File: config.mk
export PLATFORM = sky130hd
export DESIGN_NAME = tlb_coalescer
export DESIGN_NICKNAME = d
export VERILOG_FILES = /design/src/rtl/coal_pkg.sv /design/src/rtl/coal_idx_fifo.sv /design/src/rtl/coal_match.sv /design/src/rtl/tlb_coalescer.sv
export SDC_FILE = /design/constraint.sdc
export NUM_CORES = 1
export LEC_CHECK = 0
export CORE_ASPECT_RATIO = 2
export CORE_UTILIZATION = 55
export CTS_CLUSTER_SIZE = 28
export DETAILED_ROUTE_END_ITERATION = 6
export DONT_BUFFER_PORTS = 1
export HOLD_SLACK_MARGIN = 0.15
export PLACE_DENSITY_LB_ADDON = 0.25
export SLEW_MARGIN = 15
export SYNTH_ARGS = -nofsm -noshare
export SYNTH_HDL_FRONTEND = slang
export SYNTH_SLANG_ARGS = --single-unit
File: constraint.sdc
create_clock -name clk -period 7.6 [get_ports clk]
set_clock_uncertainty 0.15 [all_clocks]
set_input_delay 0 -clock clk [delete_from_list [all_inputs] [get_ports clk]]
set_output_delay 0 -clock clk [all_outputs]
set_load 0.05 [all_outputs]
File: src/rtl/coal_pkg.sv
package coal_pkg;
    // 4 KiB pages: low address bits are the in-page offset
    localparam int PG_OFF_W = 12;
endpackage

File: src/rtl/coal_idx_fifo.sv
// Small index queue: one push per cycle, up to NPOP pops per cycle,
// the first NPOP entries visible at once. DEPTH must be a power of two >= 2.
module coal_idx_fifo #(
    parameter int DEPTH = 4,
    parameter int W     = 2,
    parameter int NPOP  = 1
) (
    input  logic                    clk,
    input  logic                    rst_n,
    input  logic                    push,
    input  logic [W-1:0]            push_data,
    input  logic [$clog2(NPOP+1)-1:0] pop_n,
    output logic [$clog2(DEPTH+1)-1:0] count,
    output logic [NPOP-1:0][W-1:0]  peek
);
    localparam int AW = $clog2(DEPTH);
    localparam int CW = $clog2(DEPTH+1);

    typedef struct packed {
        logic [DEPTH-1:0][W-1:0] mem;
        logic [AW-1:0]           rd;
        logic [AW-1:0]           wr;
        logic [CW-1:0]           cnt;
    } fq_t;

    fq_t f_q, f_d;

    for (genvar k = 0; k < NPOP; k++) begin : g_peek
        assign peek[k] = f_q.mem[f_q.rd + AW'(k)];
    end

    assign count = f_q.cnt;

    always_comb begin
        f_d = f_q;
        if (push) begin
            f_d.mem[f_q.wr] = push_data;
            f_d.wr          = f_q.wr + AW'(1);
        end
        f_d.rd  = f_q.rd + AW'(pop_n);
        f_d.cnt = f_q.cnt + CW'(push) - CW'(pop_n);
    end

    always_ff @(posedge clk or negedge rst_n) begin
        if (!rst_n) f_q <= '0;
        else        f_q <= f_d;
    end
endmodule

File: src/rtl/coal_match.sv
// Finds the open entry a request can join, and the lowest free entry.
module coal_match #(
    parameter int N     = 4,
    parameter int VPN_W = 20,
    parameter int G_W   = 16,
    parameter int EI_W  = 2
) (
    input  logic                     en,
    input  logic [VPN_W-1:0]         key_vpn,
    input  logic [G_W-1:0]           key_grp,
    input  logic [N-1:0]             ent_vld,
    input  logic [N-1:0]             ent_open,
    input  logic [N-1:0]             ent_full,
    input  logic [N-1:0][VPN_W-1:0]  ent_vpn,
    input  logic [N-1:0][G_W-1:0]    ent_grp,
    output logic                     hit,
    output logic [EI_W-1:0]          hit_idx,
    output logic                     hit_full,
    output logic                     free_ok,
    output logic [EI_W-1:0]          free_idx
);
    logic [N-1:0] same;

    for (genvar i = 0; i < N; i++) begin : g_cmp
        assign same[i] = en && ent_open[i] &&
                         (ent_vpn[i] == key_vpn) && (ent_grp[i] == key_grp);
    end

    always_comb begin
        hit      = 1'b0;
        hit_idx  = '0;
        hit_full = 1'b0;
        free_ok  = 1'b0;
        free_idx = '0;
        for (int i = N-1; i >= 0; i--) begin
            if (same[i]) begin
                hit      = 1'b1;
                hit_idx  = EI_W'(i);
                hit_full = ent_full[i];
            end
            if (!ent_vld[i]) begin
                free_ok  = 1'b1;
                free_idx = EI_W'(i);
            end
        end
    end
endmodule

File: src/rtl/tlb_coalescer.sv
module tlb_coalescer
    import coal_pkg::*;
#(
    parameter int VA_W   = 32,
    parameter int PA_W   = 32,
    parameter int ID_W   = 4,
    parameter int TS_W   = 16,
    parameter int WIN    = 1,
    parameter int N_LK   = 2,
    parameter int N_ENT  = 4,
    parameter int N_WAIT = 4,
    parameter int CNT_W  = 16
) (
    input  logic                                   clk,
    input  logic                                   rst_n,
    input  logic                                   coal_off,
    input  logic                                   req_valid,
    output logic                                   req_ready,
    input  logic [VA_W-1:0]                        req_va,
    input  logic [ID_W-1:0]                        req_id,
    input  logic [TS_W-1:0]                        req_stamp,
    output logic [N_LK-1:0]                        lk_valid,
    input  logic [N_LK-1:0]                        lk_ready,
    output logic [N_LK-1:0][VA_W-PG_OFF_W-1:0]     lk_vpn,
    output logic [N_LK-1:0][$clog2(N_ENT)-1:0]     lk_tag,
    input  logic                                   tr_valid,
    output logic                                   tr_ready,
    input  logic [$clog2(N_ENT)-1:0]               tr_tag,
    input  logic [PA_W-PG_OFF_W-1:0]               tr_pfn,
    output logic                                   rsp_valid,
    input  logic                                   rsp_ready,
    output logic [ID_W-1:0]                        rsp_id,
    output logic [PA_W-1:0]                        rsp_pa,
    output logic [CNT_W-1:0]                       cnt_in,
    output logic [CNT_W-1:0]                       cnt_lk
);
    localparam int VPN_W = VA_W - PG_OFF_W;
    localparam int PFN_W = PA_W - PG_OFF_W;
    localparam int EI_W  = $clog2(N_ENT);
    localparam int CW    = $clog2(N_WAIT + 1);
    localparam int WI_W  = (N_WAIT > 1) ? $clog2(N_WAIT) : 1;
    localparam int LW    = $clog2(N_LK + 1);
    localparam int QC_W  = $clog2(N_ENT + 1);

    typedef struct packed {
        logic                               vld;
        logic                               done;
        logic [VPN_W-1:0]                   vpn;
        logic [TS_W-1:0]                    grp;
        logic [PFN_W-1:0]                   pfn;
        logic [CW-1:0]                      cnt;
        logic [N_WAIT-1:0][ID_W-1:0]        ids;
        logic [N_WAIT-1:0][PG_OFF_W-1:0]    offs;
    } ent_t;

    typedef struct packed {
        ent_t [N_ENT-1:0]  ent;
        logic              dl_busy;
        logic [EI_W-1:0]   dl_ent;
        logic [WI_W-1:0]   dl_ptr;
        logic [CNT_W-1:0]  cnt_in;
        logic [CNT_W-1:0]  cnt_lk;
    } st_t;

    st_t s_q, s_d;

    // table views for the matcher
    logic [N_ENT-1:0]             ent_vld, ent_open, ent_full;
    logic [N_ENT-1:0][VPN_W-1:0]  ent_vpn;
    logic [N_ENT-1:0][TS_W-1:0]   ent_grp;

    for (genvar i = 0; i < N_ENT; i++) begin : g_view
        assign ent_vld[i]  = s_q.ent[i].vld;
        assign ent_open[i] = s_q.ent[i].vld && !s_q.ent[i].done;
        assign ent_full[i] = (s_q.ent[i].cnt == CW'(N_WAIT));
        assign ent_vpn[i]  = s_q.ent[i].vpn;
        assign ent_grp[i]  = s_q.ent[i].grp;
    end

    logic [VPN_W-1:0] key_vpn;
    logic [TS_W-1:0]  key_grp;
    logic             hit, hit_full, free_ok;
    logic [EI_W-1:0]  hit_idx, free_idx;

    assign key_vpn = req_va[VA_W-1:PG_OFF_W];
    assign key_grp = req_stamp / TS_W'(WIN);

    coal_match #(
        .N(N_ENT), .VPN_W(VPN_W), .G_W(TS_W), .EI_W(EI_W)
    ) u_match (
        .en       (!coal_off),
        .key_vpn  (key_vpn),
        .key_grp  (key_grp),
        .ent_vld  (ent_vld),
        .ent_open (ent_open),
        .ent_full (ent_full),
        .ent_vpn  (ent_vpn),
        .ent_grp  (ent_grp),
        .hit      (hit),
        .hit_idx  (hit_idx),
        .hit_full (hit_full),
        .free_ok  (free_ok),
        .free_idx (free_idx)
    );

    assign req_ready = hit ? !hit_full : free_ok;

    // issue queue: entry indices in allocation order
    logic                        iq_push;
    logic [LW-1:0]               pop_n;
    logic [QC_W-1:0]             iq_cnt;
    logic [N_LK-1:0][EI_W-1:0]   iq_peek;

    assign iq_push = req_valid && req_ready && !hit;

    coal_idx_fifo #(.DEPTH(N_ENT), .W(EI_W), .NPOP(N_LK)) u_issue_q (
        .clk       (clk),
        .rst_n     (rst_n),
        .push      (iq_push),
        .push_data (free_idx),
        .pop_n     (pop_n),
        .count     (iq_cnt),
        .peek      (iq_peek)
    );

    // cleanup queue: entries whose responses are all delivered
    logic                 cq_push, cq_pop;
    logic [EI_W-1:0]      cq_data;
    logic [QC_W-1:0]      cq_cnt;
    logic [0:0][EI_W-1:0] cq_peek;

    coal_idx_fifo #(.DEPTH(N_ENT), .W(EI_W), .NPOP(1)) u_clean_q (
        .clk       (clk),
        .rst_n     (rst_n),
        .push      (cq_push),
        .push_data (cq_data),
        .pop_n     (cq_pop),
        .count     (cq_cnt),
        .peek      (cq_peek)
    );

    // lookup lanes: lane k goes only if every lane below it goes
    logic [N_LK-1:0] lk_fire;
    logic            prev_ok;

    always_comb begin
        lk_valid = '0;
        lk_fire  = '0;
        pop_n    = '0;
        prev_ok  = 1'b1;
        for (int k = 0; k < N_LK; k++) begin
            lk_valid[k] = (k < int'(iq_cnt)) && prev_ok;
            lk_fire[k]  = lk_valid[k] && lk_ready[k];
            prev_ok     = lk_fire[k];
            pop_n       = pop_n + LW'(lk_fire[k]);
        end
    end

    for (genvar k = 0; k < N_LK; k++) begin : g_lane
        assign lk_tag[k] = iq_peek[k];
        assign lk_vpn[k] = s_q.ent[iq_peek[k]].vpn;
    end

    // delivery outputs
    assign tr_ready  = !s_q.dl_busy;
    assign rsp_valid = s_q.dl_busy;
    assign rsp_id    = s_q.ent[s_q.dl_ent].ids[s_q.dl_ptr];
    assign rsp_pa    = {s_q.ent[s_q.dl_ent].pfn, s_q.ent[s_q.dl_ent].offs[s_q.dl_ptr]};
    assign cnt_in    = s_q.cnt_in;
    assign cnt_lk    = s_q.cnt_lk;

    logic [WI_W-1:0] slot;
    logic            last_rsp;

    always_comb begin
        s_d      = s_q;
        cq_push  = 1'b0;
        cq_pop   = 1'b0;
        cq_data  = s_q.dl_ent;
        slot     = s_q.ent[hit_idx].cnt[WI_W-1:0];
        last_rsp = ((CW'(s_q.dl_ptr) + CW'(1)) == s_q.ent[s_q.dl_ent].cnt);

        // deferred release of a finished entry
        if (cq_cnt != '0) begin
            cq_pop                   = 1'b1;
            s_d.ent[cq_peek[0]].vld  = 1'b0;
        end

        // translation returned: store frame, close entry, start delivery
        if (tr_valid && tr_ready) begin
            s_d.ent[tr_tag].pfn  = tr_pfn;
            s_d.ent[tr_tag].done = 1'b1;
            s_d.dl_busy          = 1'b1;
            s_d.dl_ent           = tr_tag;
            s_d.dl_ptr           = '0;
        end

        // one requester answered per handshake
        if (rsp_valid && rsp_ready) begin
            if (last_rsp) begin
                s_d.dl_busy = 1'b0;
                cq_push     = 1'b1;
            end else begin
                s_d.dl_ptr  = s_q.dl_ptr + WI_W'(1);
            end
        end

        // incoming request: join an open entry or allocate a new one
        if (req_valid && req_ready) begin
            if (hit) begin
                s_d.ent[hit_idx].ids[slot]  = req_id;
                s_d.ent[hit_idx].offs[slot] = req_va[PG_OFF_W-1:0];
                s_d.ent[hit_idx].cnt        = s_q.ent[hit_idx].cnt + CW'(1);
            end else begin
                s_d.ent[free_idx].vld     = 1'b1;
                s_d.ent[free_idx].done    = 1'b0;
                s_d.ent[free_idx].vpn     = key_vpn;
                s_d.ent[free_idx].grp     = key_grp;
                s_d.ent[free_idx].pfn     = '0;
                s_d.ent[free_idx].cnt     = CW'(1);
                s_d.ent[free_idx].ids     = '0;
                s_d.ent[free_idx].offs    = '0;
                s_d.ent[free_idx].ids[0]  = req_id;
                s_d.ent[free_idx].offs[0] = req_va[PG_OFF_W-1:0];
            end
            s_d.cnt_in = s_q.cnt_in + CNT_W'(1);
        end

        s_d.cnt_lk = s_q.cnt_lk + CNT_W'(pop_n);
    end

    always_ff @(posedge clk or negedge rst_n) begin
        if (!rst_n) s_q <= '0;
        else        s_q <= s_d;
    end
endmodule

==> results of run 1 <==
## path summary, 6_finish.rpt
kind	startpoint	end	slack, ns
hold / removal	req_va[14]	ent_vpn[2]	0.17
setup reg to reg	ent_vpn[20]	ent_vpn[24]	1.83
min in group asynchronous	rst_n	s_q[38]	0.45
max in group asynchronous	rst_n	cq_data[1]	5.17
hold reg to reg	s_q[349]	s_q[349]	0.34
setup / recovery	ent_vpn[20]	ent_vpn[24]	1.83
## cells in the final DEF, fill, tap and decap left out, drive strengths merged, types with 44 or more instances in the layout
cell / count
nand2: 258
clkbuf: 67
o2bb2ai: 119
o21ai: 62
mux4: 149
xnor2: 105
dfrtp: 567
a21oi: 83
mux2: 227
inv: 44
xor2: 84
dlygate4sd3: 168
mux2i: 55
nand4: 49
## cell families (layout without fill, tap and decap cells)
logic type	count (synthesis)	in the layout
muxes	431	431
buffers and inverters	250	339
other	0	2
DFF	567	567
xor gates and xnor gates	189	189
and+or+nand+nor	517	517
adders and majority gates	27	27
AOI/OAI and AO/OA	328	328
## final cells by class
| class | instances | area [um2] |
|---|---|---|
| antenna | 2 | 5.00 |
| clock inverter | 25 | 374 |
| sequential | 567 | 14200 |
| fill | 3993 | 19300 |
| tap | 660 | 826 |
| multi-input combinational | 1492 | 13500 |
| timing repair buffer | 205 | 2080 |
| inverter | 42 | 158 |
| clock buffer | 67 | 1510 |
## layer usage
layer	part of all wire, %	global-route usage, %	vias to the layer above
li1	-	-	8475
met1	32	37.4	10569
met2	52	59.8	1062
met3	7.2	6.78	343
met4	8.5	26.6	2
met5	0.014	0	-
## repair_timing
action                                 4_1_cts  5_1_grt
endpoints found under the hold margin     1094      396
hold buffers                               166        4
setup endpoints to repair                    0        0
## sequential cells by signal, indices dropped and copies added, names as in the netlist
register and count:
u_clean_q.count 3, u_issue_q.count 3, u_clean_q.f_q 12, cnt_in 16
ent_vpn 80, ent_vld 4, cnt_lk 16, ent_grp 64
s_q 354, cq_data 2, u_issue_q.f_q 12, rsp_valid 1
## power breakdown
part	internal [mW]	total [mW]	switching, mW
Clock	1.71	2.91	1.21
Combinational	2.23	6.08	3.84
Sequential	3.89	4.82	0.933
## per-stage QoR
step	worst slack (ns)	total power, mW	std cells
floorplan	3.50	9.28	2309
finish	1.83	13.8	3060
detailed placement	2.25	10.6	2792
global placement	1.92	10.4	2792
CTS	1.90	13.7	3050
global route	1.56	14.3	3059
## critical path, stage by stage, from the launching register on
cell and delay, ns:
dfrtp_1 0.41, xor2_1 0.47, nor4_1 0.16, nand4_1 0.23, or4_1 0.39, nand4_2 0.88, nor3b_2 0.97, nand2_2 0.79
mux2_1 0.57, dlygate4sd3_1 0.57
==> run summary, run 1 <==
Placed Area = 29,000 um2
CTS Buf Count = 51
Worst skew pair latency = 0.61 ns
Max-cap violations = 0
1st-iter DRT viols = 1,727
Post-DP HPWL = 57,300 um
Status = finished, final reports clean
Largest family of logic cells by synthesized area = multiplexers
Peak Freq = 173 MHz
DRT Pass-1 Iters = 5
Post-synth net total = 2,418
RSZ-0062 raised after global routing = false
Adder-cell share of the synthesized area = 1.24%
Synthesized flop and latch total = 567
Post-Synth XOR/XNOR Area = 5.71%
Post-CTS Resized = 0
Slew Limit Fails = 0
CTS max path bufs = 3
DR vias/cell = 6.68
Fin area = 32,700 um2
Drt wl/cell = 29.7 um
Synth top area share = 48.9%
First-pass GRT wire length = 137,000 um
Die H = 327 um
Gr usage total = 34.9%
Most frequent cell after synthesis = dfrtp_1
Relative slew margins = 20.9%
Clock slew at reported path FFs = 0.07 ns
Mux cell area share after synthesis = 22.4%
Syn-to-layout area delta = 12.8%
CTS tree = yes
Measured slew at the worst slew-check pin = 1.18 ns
Full die area = 53,700 um2
Top FF cell, synth = dfrtp_1
Final Cycle Share = 76.0%
Hold Path Class = in -> reg
Cell Area, Synth = 29,000 um2
Antenna violations before repair = 2
Ys async rst share = 100%
Critical path class = reg -> reg
Min Hold Slack = 0.166 ns
Io pins = 199
Worst EP required = 7.92 ns
Seq/Total Area, Yosys = 48.9%
DR DRC count = 0
Post-Synthesis Cells = 2,309
Peak VDD IR = 0.000562 V
Complex-gate fraction of the synthesized area = 8.26%
Leakage power total = 13.9 nW
Total routed wirelength = 91,000 um
Post-Route Utilization = 62.9%
Clock tree sinks = 567
Setup violators final = 0
Die width = 164 um
Via count = 20,451
H-tree levels = 2
Clock period minus worst slack = 5.77 ns
Min-Delay Path Depth = 2
Overflow after GRT = 0
Largest net degree at the start of global routing = 568
Synth area leader = dfrtp_1
Critical path startpoint category = flip-flop
Post-synthesis cell type count = 76
Fraction of layout instances using a drive strength above 1 = 21.7%
Power Density = 422 nW/um2
Fin nets = 2,468
CP endpoint kind = flip-flop
Synth warn = 0
Root Driver = clkbuf_16
Fin Setup TNS = 0 ns
FF-to-FF path depth = 9
RePlAce Congestion = 0.946
Synth top cells by count = dfrtp_1, nand2_1, mux2_2
Row count = 118
Avg Cell Area, Syn = 12.6 um2
Core area = 52,000 um2
Ranking of synthesized cells by area = dfrtp_1, mux4_2, mux2_2
Vias in the first global route = 22,169
Buffers on Ports = 0
CP max FO = 33
Post-route ant nets = 0
Number of synthesized flops with an enable pin = 0
Starting Density = 55.8%
Final hold viol count = 0
Post-CTS setup buffers = 0
Post-Synth Simple-Gate Area = 8.97%
Data arrival, critical path = 6.09 ns
Power figures use the tool's default switching activity.
==> run 2: changes to the inputs <==
clock period = 5.8 ns   (was 7.6 ns; I/O delays follow)
==> run summary, run 2 (synthesized netlist as in run 1, its figures left out) <==
Io pins = 199
Family with the most delay on the worst path = simple AND/OR/NAND/NOR gates
Max FFs per register = 354
Hold Path Class = in -> async
Flop-to-flop setup slack = 0.42 ns
Reg with most FFs = s_q
Crit path launch = req_va[14]
Relative slew margins = -28.0%
Most frequent cells in the layout = dfrtp_1, nand2_1, mux2_2
Slew Limit Fails = 299
RePlAce Congestion = 0.972
DR DRC count = 0
Crit path buffers/inverters = 4
Post-CTS Resized = 0
CTS tree = yes
Starting Density = 55.8%
Min Hold Slack = -1.05 ns
Post-DP HPWL = 60,900 um
CTS Buf Count = 51
DR vias/cell = 6.71
FF-to-FF path depth = 13
Syn-to-layout area delta = 11.6%
Die H = 327 um
Data arrival, critical path = 5.71 ns
Clock period minus worst slack = 5.39 ns
Gr usage total = 36.5%
Row count = 118
Vias in the first global route = 22,352
Core area = 52,000 um2
Leakage power total = 13.8 nW
Most common cell after layout, fill and taps aside = dfrtp_1
H-tree levels = 2
Fin nets = 2,465
Overall Power = 17.8 mW
Critical path destination = s_q[421]
Critical path startpoint category = input pin
Post-Place Cells = 2,808
Fin Setup TNS = 0 ns
Crit. path cell count = 15
Failing checks = negative hold slack, max-slew violations
Final Cycle Share = 92.9%
First-pass GRT wire length = 142,000 um
Cts hold-fix bufs = 155
Peak Freq = 186 MHz
CP Cell Sequence = dlygate4sd3_1 > dlygate4sd3_1 > xnor2_1 > nand3_1 > or4_4 > nor3_1 > nor2b_1 > and3_1 > a211oi_2 > inv_1 > ha_1 > inv_1 > nor2_1 > o211ai_4 > mux2_2
CTS max path bufs = 3
Area occupied by multi-input gates = 13,500 um2
Worst r2r dst = s_q[421]
DRT Pass-1 Iters = 7
Final hold viol count = 567
Worst skew pair latency = 0.60 ns
Filler cells = 3,929
RR Startpoint = ent_vpn[37]
1st-iter DRT viols = 1,673
Setup violators final = 0
Largest net degree at the start of global routing = 568
Critical path class = in -> reg
Post-CTS setup buffers = 0
Register Area = 14,200 um2
Post-route ant nets = 0
CP max FO = 16
Die width = 164 um
Total routed wirelength = 94,500 um
CP endpoint kind = flip-flop
CP max stage delay = 0.65 ns
Overflow after GRT = 0
Antenna violations before repair = 3
Clock slew at reported path FFs = 0.07 ns
Fraction of layout instances using a drive strength above 1 = 21.4%
RSZ-0062 raised after global routing = false
Peak VDD IR = 0.000612 V
Buffers on Ports = 0
Highest-delay cell along the critical path = dlygate4sd3_1
Root Driver = clkbuf_16
Via count = 20,496
Status = finished, violations left
Final non-filler cell total = 3,054
Clock tree sinks = 567
Drt wl/cell = 30.9 um
Max-cap violations = 0
Worst EP required = 6.12 ns
Measured slew at the worst slew-check pin = 1.92 ns
Full die area = 53,700 um2
Power Density = 549 nW/um2
## run 2: cell types whose count changed in the layout (fill, tap and decap cells not counted), sizes merged, moves of 3 or more
cell,delta
dlygate4sd3,-13
buf,+10
clkbuf,+9
bufinv,-3
clkinv,-6
## run 2: how the worst min path moves through the flow
stage / slack, ns / cells after the start / to
final: -1.05 / 0 / s_q[424]
after global routing: -1.06 / 0 / s_q[424]
after CTS: -1.04 / 0 / s_q[424]
after detailed placement: -0.42 / 0 / s_q[424]
after global placement: -0.42 / 0 / s_q[424]
after floorplan: -0.45 / 0 / cnt_in[0]
## run 2: metal layers
metal | global-route usage, % | up-vias | wire length, um
met5 | 0 | - | 0
met4 | 32.8 | 0 | 10200
met3 | 6.44 | 416 | 6400
met2 | 62.6 | 1069 | 48600
met1 | 37.3 | 10517 | 29300
li1 | - | 8494 | -
## run 2: where the power goes
group	switching (mW)	leakage (nW)	internal [mW]	total (mW)
sequential	1.25	7.34	5.09	6.34
clock	1.53	0.843	2.04	3.57
combinational	4.96	5.58	2.88	7.84
total	7.74	13.8	10.0	17.8
## run 2: per-stage QoR
stage               hold WS [ns]  area, um2  setup WS [ns]  utilization (%)
floorplan                 -0.446      29000           1.70                -
global placement          -0.417      29100          0.556             55.9
detailed placement        -0.417      29100          0.477             55.9
CTS                        -1.04      32300          0.471             62.2
global route               -1.06      32300          0.220             62.2
finish                     -1.05      32300          0.411             62.2
## run 2: area by class of cell
| type | instances | share of cell area, % |
|---|---|---|
| Inverter | 42 | 0.487 |
| Clock buffer | 76 | 4.61 |
| Timing Repair Buffer | 202 | 5.93 |
| Sequential cell | 567 | 43.9 |
| Tap cell | 660 | 2.55 |
| Antenna cell | 1 | 0.00774 |
| Multi-Input combinational cell | 1492 | 41.8 |
| Clock inverter | 14 | 0.712 |
==> run 3: changes to the inputs <==
--- a/config.mk
+++ b/config.mk
@@ -17,2 +17,3 @@
 export SYNTH_HDL_FRONTEND = slang
+export SYNTH_HIERARCHICAL = 1
 export SYNTH_SLANG_ARGS = --single-unit
==> constraint.sdc (replaced) <==
create_clock -name clk -period 6.5 [get_ports clk]
set_clock_uncertainty 0.15 [all_clocks]
set_input_delay 1.625 -clock clk [delete_from_list [all_inputs] [get_ports clk]]
set_output_delay 1.625 -clock clk [all_outputs]
set_load 0.05 [all_outputs]
==> run summary, run 3 <==
Drt wl/cell = 27.1 um
Post-Synthesis Cells = 2,233
CP max FO = 8
DRT Pass-1 Iters = 5
Overflow after GRT = 0
Clock period minus worst slack = 6.15 ns
Buffers on Ports = 0
Avg Cell Area, Syn = 12.4 um2
Via count = 18,537
Synthesized flop and latch total = 567
Final Cycle Share = 94.7%
Ranking of synthesized cells by area = dfrtp_1, mux4_2, mux2_2
Crit path buffers/inverters = 1
Post-DP HPWL = 51,800 um
Post-route ant nets = 0
Area occupied by multi-input gates = 12,600 um2
Worst skew pair latency = 0.61 ns
Peak VDD IR = 0.000499 V
RSZ-0062 raised after global routing = false
H-tree levels = 2
Measured slew at the worst slew-check pin = 1.85 ns
CTS max path bufs = 3
Synth top area share = 51.1%
Top FF cell, synth = dfrtp_1
Critical path class = in -> out
Post-synth net total = 2,342
RePlAce Congestion = 0.917
Post-Place Cells = 2,755
Final non-filler cell total = 2,845
Min Hold Slack = 0.334 ns
RR Startpoint = ent_vpn[50]
N_diodes = 0
Most common cell after layout, fill and taps aside = dfrtp_1
Root Driver = clkbuf_16
Worst EP required = 4.72 ns
Syn-to-layout area delta = 7.59%
Leakage power total = 12.8 nW
Highest-delay cell along the critical path = nor4_1
Most frequent cell after synthesis = dfrtp_1
First-pass GRT wire length = 119,000 um
Most used cell, CP = nand4_1
Post-CTS Resized = 0
1st-iter DRT viols = 1,638
DR vias/cell = 6.52
Row count = 116
Peak Freq = 162 MHz
Number of synthesized flops with an enable pin = 0
Data arrival, critical path = 4.38 ns
Crit. path cell count = 9
Core area = 49,900 um2
DR DRC count = 0
Synth warn = 6
Fin Setup TNS = 0 ns
Max-cap violations = 0
Power Density = 500 nW/um2
Io pins = 199
Overall Power = 14.9 mW
Synth area leader = dfrtp_1
Starting Density = 55.6%
Seq/Total Area, Yosys = 51.1%
Cts hold-fix bufs = 0
CP Cell Sequence = xnor2_1 > nand4_1 > nor4_1 > nand4_1 > nor2b_1 > a32oi_1 > nand2b_1 > nand2_1 > buf_4
Filler cells = 4,034
Final hold viol count = 0
CTS tree = yes
Post-synthesis cell type count = 65
Clock slew at reported path FFs = 0.06 ns
Status = finished, violations left
Slew Limit Fails = 296
Relative slew margins = -23.5%
Family with the most delay on the worst path = simple AND/OR/NAND/NOR gates
Ys async rst share = 100%
Die width = 161 um
Antenna violations before repair = 0
Reg with most FFs = s_q
Post-CTS setup buffers = 0
Register Area = 14,200 um2
Clock tree sinks = 567
FF-to-FF path depth = 13
Min-delay src = s_q[418]
Total routed wirelength = 77,200 um
Crit path launch = req_va[28]
Most frequent cells in the layout = dfrtp_1, nand2_1, mux2_2
Largest net degree at the start of global routing = 568
Gr usage total = 30.7%
Synth top cells by count = dfrtp_1, nand2_1, mux2_2
Fin nets = 2,267
Min-Delay Path Depth = 1
Vias in the first global route = 19,878
Fraction of layout instances using a drive strength above 1 = 22.2%
Full die area = 51,500 um2
CTS Buf Count = 50
Cell Area, Synth = 27,800 um2
Critical path startpoint category = input pin
Hold Path Class = reg -> reg
Failing checks = max-slew violations
Die H = 320 um
Max FFs per register = 354
CP endpoint kind = primary output
CP max stage delay = 0.59 ns
Setup violators final = 0
==> run 3: area by class of cell <==
type / count / share of cell area, %
flip-flops and latches: 567 / 47.5
multi-input cells: 1452 / 42.1
clock buffers: 68 / 4.85
well taps: 649 / 2.72
repair buffers: 52 / 1.43
clock inverters: 22 / 0.934
inverters: 35 / 0.440
==> run 3: per-layer routing <==
layer	track usage (%)	up-vias	wire length [um]
met5	0	-	0
met4	15.8	0	4270
met3	5.87	238	5050
met2	55.1	730	41100
met1	34.2	9666	26800
li1	-	7903	-
==> run 3: logic make-up (layout without fill, tap and decap cells) <==
family | after synthesis | count (layout) | synth area share [%]
fa+ha+maj | 27 | 27 | 1.30
compound gates | 331 | 331 | 8.66
flops | 567 | 567 | 51.1
buf+inv | 214 | 177 | 3.84
xor+xnor | 183 | 183 | 5.77
mux | 344 | 344 | 20.1
simple gates | 567 | 567 | 9.25
==> run 3: stage by stage <==
step / util [%] / worst slack (ns) / cell area [um2]
floorplan: - / 1.22 / 27800
global placement: 56.4 / 0.325 / 28200
detailed placement: 56.4 / 0.277 / 28200
CTS: 59.9 / 0.395 / 29900
global route: 59.9 / 0.313 / 29900
finish: 59.9 / 0.345 / 29900
==> run 3: worst register-to-register path: cells and delay by family, from the launching register on <==
family	cells	cell delay (ns)
fa+ha+maj	1	0.39
mux	1	0.40
flops	1	0.41
simple gates	7	2.90
buf+inv	2	0.50
xor+xnor	1	0.16
compound gates	1	0.14
==> run 3: power by group <==
group | internal [mW] | switching (mW)
clock network | 1.80 | 1.35
registers | 4.52 | 1.09
logic | 2.30 | 3.87
total | 8.62 | 6.32
==> run 3: final timing paths <==
path	endpoint	slack, ns
setup / recovery	req_ready	0.35
hold / removal	s_q[418]	0.33
setup reg to reg	s_q[473]	1.39
hold reg to reg	s_q[418]	0.33
max in group asynchronous	cq_data[0]	4.02
min in group asynchronous	s_q[40]	0.61
